[src/rtl/bse_pkg.sv]
package bse_pkg;
  typedef enum logic [2:0] {
    K_BR_SET   = 3'd0,
    K_BR_CLR   = 3'd1,
    K_SK_EQ    = 3'd2,
    K_SK_RCLR  = 3'd3,
    K_SK_RSET  = 3'd4,
    K_SK_IOCLR = 3'd5,
    K_SK_IOSET = 3'd6,
    K_RSVD     = 3'd7
  } bse_kind_e;

  localparam int FLAG_C = 0;
  localparam int FLAG_Z = 1;
  localparam int FLAG_N = 2;
  localparam int FLAG_V = 3;
  localparam int FLAG_S = 4;
  localparam int FLAG_H = 5;
  localparam int FLAG_T = 6;
  localparam int FLAG_I = 7;
  localparam int SREG_W = 8;
endpackage

[src/rtl/bse_cond.sv]
module bse_cond
  import bse_pkg::*;
#(
  parameter int DW   = 8,
  parameter int SELW = 3
) (
  input  logic [2:0]        kind,
  input  logic [SELW-1:0]   sel,
  input  logic [SREG_W-1:0] sreg,
  input  logic [DW-1:0]     opa,
  input  logic [DW-1:0]     opb,
  input  logic [DW-1:0]     io,
  output logic              hit,
  output logic              is_branch
);
  logic flag_val;
  logic opa_bit;
  logic io_bit;
  logic [2:0] fidx;

  assign fidx    = 3'(sel);
  assign opa_bit = opa[sel];
  assign io_bit  = io[sel];

  always_comb begin
    if (int'(fidx) == FLAG_S) flag_val = sreg[FLAG_N] ^ sreg[FLAG_V];
    else                      flag_val = sreg[fidx];
  end

  always_comb begin
    hit       = 1'b0;
    is_branch = 1'b0;
    unique case (bse_kind_e'(kind))
      K_BR_SET:   begin hit = flag_val;  is_branch = 1'b1; end
      K_BR_CLR:   begin hit = !flag_val; is_branch = 1'b1; end
      K_SK_EQ:    hit = (opa == opb);
      K_SK_RCLR:  hit = !opa_bit;
      K_SK_RSET:  hit = opa_bit;
      K_SK_IOCLR: hit = !io_bit;
      K_SK_IOSET: hit = io_bit;
      default:    hit = 1'b0;
    endcase
  end
endmodule

[src/rtl/bse_target.sv]
module bse_target #(
  parameter int PCW = 10,
  parameter int KW  = 7
) (
  input  logic [PCW-1:0] pc,
  input  logic [KW-1:0]  k,
  input  logic           hit,
  input  logic           is_branch,
  input  logic           next_long,
  output logic [PCW-1:0] next_pc,
  output logic [1:0]     cycles
);
  logic [PCW-1:0] k_ext;
  logic [PCW-1:0] step;

  generate
    if (PCW > KW) begin : g_ext
      assign k_ext = {{(PCW-KW){k[KW-1]}}, k};
    end else begin : g_trunc
      assign k_ext = k[PCW-1:0];
    end
  endgenerate

  always_comb begin
    if (!hit) begin
      step   = PCW'(1);
      cycles = 2'd1;
    end else if (is_branch) begin
      step   = k_ext + PCW'(1);
      cycles = 2'd2;
    end else if (next_long) begin
      step   = PCW'(3);
      cycles = 2'd3;
    end else begin
      step   = PCW'(2);
      cycles = 2'd2;
    end
    next_pc = pc + step;
  end
endmodule

[src/rtl/branch_skip_eval.sv]
module branch_skip_eval #(
  parameter int DW  = 8,
  parameter int PCW = 10,
  parameter int KW  = 7
) (
  input  logic           clk,
  input  logic           rst,
  input  logic           in_valid,
  input  logic [2:0]     in_kind,
  input  logic [2:0]     in_sel,
  input  logic [7:0]     in_sreg,
  input  logic [DW-1:0]  in_opa,
  input  logic [DW-1:0]  in_opb,
  input  logic [DW-1:0]  in_io,
  input  logic [PCW-1:0] in_pc,
  input  logic [KW-1:0]  in_k,
  input  logic           in_next_long,
  output logic           out_valid,
  output logic           out_taken,
  output logic [PCW-1:0] out_next_pc,
  output logic [1:0]     out_cycles
);
  localparam int SELW = $clog2(DW);

  logic           c_hit;
  logic           c_branch;
  logic [PCW-1:0] t_pc;
  logic [1:0]     t_cyc;

  bse_cond #(.DW(DW), .SELW(SELW)) u_cond (
    .kind(in_kind), .sel(SELW'(in_sel)), .sreg(in_sreg),
    .opa(in_opa), .opb(in_opb), .io(in_io),
    .hit(c_hit), .is_branch(c_branch)
  );

  bse_target #(.PCW(PCW), .KW(KW)) u_target (
    .pc(in_pc), .k(in_k), .hit(c_hit), .is_branch(c_branch),
    .next_long(in_next_long), .next_pc(t_pc), .cycles(t_cyc)
  );

  always_ff @(posedge clk) begin
    if (rst) begin
      out_valid   <= 1'b0;
      out_taken   <= 1'b0;
      out_next_pc <= '0;
      out_cycles  <= 2'd0;
    end else begin
      out_valid <= in_valid;
      if (in_valid) begin
        out_taken   <= c_hit;
        out_next_pc <= t_pc;
        out_cycles  <= t_cyc;
      end
    end
  end


  valid_follow_chk: assert property (@(posedge clk) disable iff (rst)
    in_valid |=> out_valid);


  hold_idle_chk: assert property (@(posedge clk) disable iff (rst)
    !in_valid |=> (!out_valid && $stable(out_next_pc) && $stable(out_taken)));


  not_taken_step_chk: assert property (@(posedge clk) disable iff (rst)
    in_valid |=> (out_taken ||
      (out_cycles == 2'd1 && out_next_pc == PCW'($past(in_pc) + PCW'(1)))));


  branch_cycles_chk: assert property (@(posedge clk) disable iff (rst)
    (in_valid && in_kind[2:1] == 2'b00) |=> (!out_taken || out_cycles == 2'd2));


  skip_long_chk: assert property (@(posedge clk) disable iff (rst)
    (in_valid && in_kind[2:1] != 2'b00 && in_next_long) |=>
      (!out_taken || (out_cycles == 2'd3 &&
       out_next_pc == PCW'($past(in_pc) + PCW'(3)))));


  reserved_kind_chk: assert property (@(posedge clk) disable iff (rst)
    (in_valid && in_kind == 3'd7) |=> !out_taken);
endmodule

[config.mk]
export PLATFORM = sky130hd
export DESIGN_NAME = branch_skip_eval
export DESIGN_NICKNAME = d
export VERILOG_FILES = /design/src/rtl/bse_pkg.sv /design/src/rtl/bse_cond.sv /design/src/rtl/bse_target.sv /design/src/rtl/branch_skip_eval.sv
export SDC_FILE = /design/constraint.sdc
export NUM_CORES = 1
export LEC_CHECK = 0
export CAP_MARGIN = 0
export CORE_UTILIZATION = 31
export DETAILED_ROUTE_END_ITERATION = 12
export HOLD_SLACK_MARGIN = 0.02
export PLACE_DENSITY = 0.73
export SLEW_MARGIN = 20
export SYNTH_ARGS = -nofsm -noshare
export SYNTH_HDL_FRONTEND = slang
export SYNTH_HIERARCHICAL = 1
export SYNTH_SLANG_ARGS = --single-unit
[constraint.sdc]
create_clock -name clk -period 3.7 [get_ports clk]
set_clock_uncertainty 0.1 [all_clocks]
set_input_delay 0.555 -clock clk [delete_from_list [all_inputs] [get_ports clk]]
set_output_delay 0.555 -clock clk [all_outputs]
set_load 0.05 [all_outputs]
==> results by group <==
Pwr
  • Sw Pwr: 0.224 mW
  • Sw frac: between 30% and 40%
  • Tot Pwr: 0.663 mW
  • Peak supply drop: between 0.00015 and 0.0002 V
  • Pint: between 0.4 and 0.5 mW
  • Static leakage: 1.18 nW
  • Sequential share of power: 26.0%
  • Clock power share: a little under a quarter
  • Pwr per Cell Area: ~260 nW/µm²
  • Comb pwr share: 51.3%

Synth
  • Yosys top cell area share: 19.0%
  • Yosys reg bits: 14
  • Most used DFF post-synth: dfxtp_1
  • Synthesis warning total: 6
  • Synthesized cell area: ~1500 µm²
  • Share of synthesized registers carrying an async set or reset: 0%
  • Cell taking the most area after synthesis: dfxtp_1
  • Post-Syn Instances: 168
  • Number of synthesized flops with an enable pin: 0
  • Mean Syn Cell Area: 8.78 µm²
  • Top post-synthesis cells by area: dfxtp_1 19%, mux2i_1 12%, xnor2_1 10%
  • Netlist cell types: 44
  • Register area share after synthesis: 19.0%
  • Syn nets: 238

GRT
  • First-pass GRT wire length: 6520 µm
  • Initial antenna violation count: 0
  • Largest net degree at the start of global routing: 15
  • GRT Util Overall: 16.4%
  • GRT Residual Overflow: 0
  • Vias in the first global route: 1,573

STA
  • Max-slew violation count: 0
  • Worst-margin pin slew: 0.804 ns
  • Fmax achieved: 0.282 GHz
  • Tmin final: 3.54 ns
  • PnR worst setup slack: 0.160 ns
  • Fin crit share: approximately 96%
  • Setup tns final: 0 ns
  • Slew headroom: a little under half
  • Final setup fails: 0
  • Final hold vios: 0

Floorplanning
  • Core box area: 4470 µm²
  • Initial core utilization: approximately a third
  • DIE AREA: 5040 µm²
  • FP Rows: 24
  • Chip height: 71.0 µm
  • Io pins: 73
  • Die W: 71.0 µm

Final layout
  • Area grow syn2layout: 73.5%
  • Filler cells: 398
  • Non-Filler Instances: 325
  • Ant. Diodes: 0
  • NumNets Final: 344
  • Layout cells sized above 1: ~28%

Drt
  • DRT iter0 DRCs: 40
  • Final Routed Wirelength: 4200 µm
  • Vias: 1,618
  • ANT nets after route: 0
  • First-pass iteration count of the detailed router: 8
  • Via-to-Cell Ratio: 4.98
  • # DRC: 4
  • DR WL/cell: 12.9 µm

Run status
  • Status: finished with violations
  • Violated checks: DRC

Clock network
  • Reg clk slew, reported paths: around 0.06 ns
  • CTS Root Cell: clkbuf_8
  • H-tree Lvls: 1
  • Maximum root-to-sink buffer count: 2
  • Clock latency at the later pin of the worst-skew pair: 0.25 ns
  • CTS tree: yes
  • Num CTS Buffers: 3
  • Num Clock Sinks: 14

Placement
  • Dpl ws: -0.615 ns
  • Placed Cells: 315
  • Port bufs: 71
  • GP Congestion: 0.808
  • Hpwl dp: 3440 µm

Job
  • Max cap viols: 0

Worst setup path
  • Critical Path RT: 3.72 ns
  • CP endpoint: out_next_pc[8]
  • R2R setup slack: 2.95 ns
  • Crit Reg-Reg Startpoint: out_taken
  • Startpoint type of the worst setup path: input pin
  • Worst setup path category: in -> reg
  • CP arrival: 3.56 ns
  • CP Max Fanout: 6
  • Reg-to-reg endpoint: out_taken
  • Crit path from: in_sel[1]
  • Worst Reg-to-Reg Cells: 2
  • Worst Setup End Kind: flip-flop

Min path
  • Hold crit path type: reg -> reg
## cell type report
cell class                 count  area, µm²  area share [%]
clock buffer                   4       55.1            2.15
timing repair buffer         109        980            38.3
multi-input combinational    139       1150            45.0
tap                           52       65.1            2.54
inverter                       7       26.3            1.03
sequential                    14        280            11.0
## worst max-delay path, cell delays in order
cell	delay [ns]
clkdlybuf4s15_2	0.25
buf_4	0.15
nor2b_2	0.06
a21oi_2	0.15
a22oi_2	0.10
or4_4	0.54
o211ai_2	0.10
o21ai_1	0.11
a21o_1	0.16
ha_2	0.18
fa_2	0.36
a21oi_2	0.15
o211ai_1	0.14
o41ai_2	0.25
xnor2_1	0.10
mux2i_1	0.14
nor2_1	0.06
## how the worst min path moves through the flow
stage | start | end | slack, ns | cells after the start
2_1_floorplan | rst | out_valid | 0.53 | 1
3_3_place_gp | out_next_pc[6] | out_next_pc[6] | 0.37 | 2
3_5_place_dp | out_next_pc[0] | out_next_pc[0] | 0.38 | 2
4_1_cts | out_next_pc[2] | out_next_pc[2] | 0.40 | 2
5_1_grt | out_next_pc[2] | out_next_pc[2] | 0.42 | 2
6_report | out_next_pc[2] | out_next_pc[2] | 0.39 | 2
## placed cells by master, fill, tap and decap left out, drive strengths merged, types with 4 or more instances in the layout
cell and instances:
dlymetal6s2s 9, mux2i 18, ha 10, xnor2 18, a21oi 6, clkbuf 13
nand3 9, nand2 8, inv 7, o211ai 4, buf 39, nor2 27
clkdlybuf4s50 51, dfxtp 14, xor2 4
## Yosys cell counts, drive strengths merged, types with 2 or more instances
library cell,number
nand3,9
nand4,2
nor3,3
buf,7
mux2i,18
o41ai,2
mux4,3
xor2,4
o211ai,4
nor2,27
a21oi,6
nand3b,2
ha,10
o21ai,2
nor2b,3
inv,7
a31oi,2
xnor2,18
dfxtp,14
nand2,8
## per-stage QoR
stage / util [%] / instance area, µm² / hold WS [ns]
finish: 57.2 / 2560 / 0.394
global route: 57.2 / 2560 / 0.421
CTS: 56.1 / 2510 / 0.402
detailed placement: 54.1 / 2420 / 0.382
global placement: 54.1 / 2420 / 0.372
floorplan: - / 1480 / 0.527
## power groups by stage
stage	logic [mW]	registers (mW)	clock network, mW
after floorplan	0.130	0.225	0
after global placement	0.320	0.176	0
after detailed placement	0.326	0.176	0
after CTS	0.330	0.173	0.153
after global routing	0.365	0.174	0.161
final	0.340	0.173	0.150
## sequential cells by signal, summed over array words and instances (netlist names)
signal / count
out_cycles: 2
out_next_pc: 10
out_taken: 1
out_valid: 1
## layer usage
| metal | vias to the layer above | GRT usage [%] | wire length, µm |
|---|---|---|---|
| met5 | - | 0 | 0 |
| met4 | 0 | 4.67 | 31 |
| met3 | 5 | 5.41 | 328 |
| met2 | 68 | 29.3 | 2120 |
| met1 | 734 | 18.6 | 1710 |
| li1 | 811 | - | - |
## logic make-up after synthesis
| logic type | count (synthesis) | share of synthesized area, % |
|---|---|---|
| buf+inv | 15 | 6.87 |
| compound gates | 25 | 14.5 |
| fa+ha+maj | 11 | 9.84 |
| flops | 14 | 19.0 |
| xor+xnor | 22 | 13.6 |
| simple gates | 59 | 18.7 |
| mux | 22 | 17.6 |
## what timing repair did
| item | CTS | global route |
|---|---|---|
| buffers inserted | 3 | 3 |
| hold buffers | 0 | 0 |
| pin swaps | 10 | 16 |
| setup endpoints to repair | 7 | 5 |
| cloned | 0 | 0 |
| resized for setup | 26 | 34 |
Note: power is estimated with default switching activity, not from simulation.
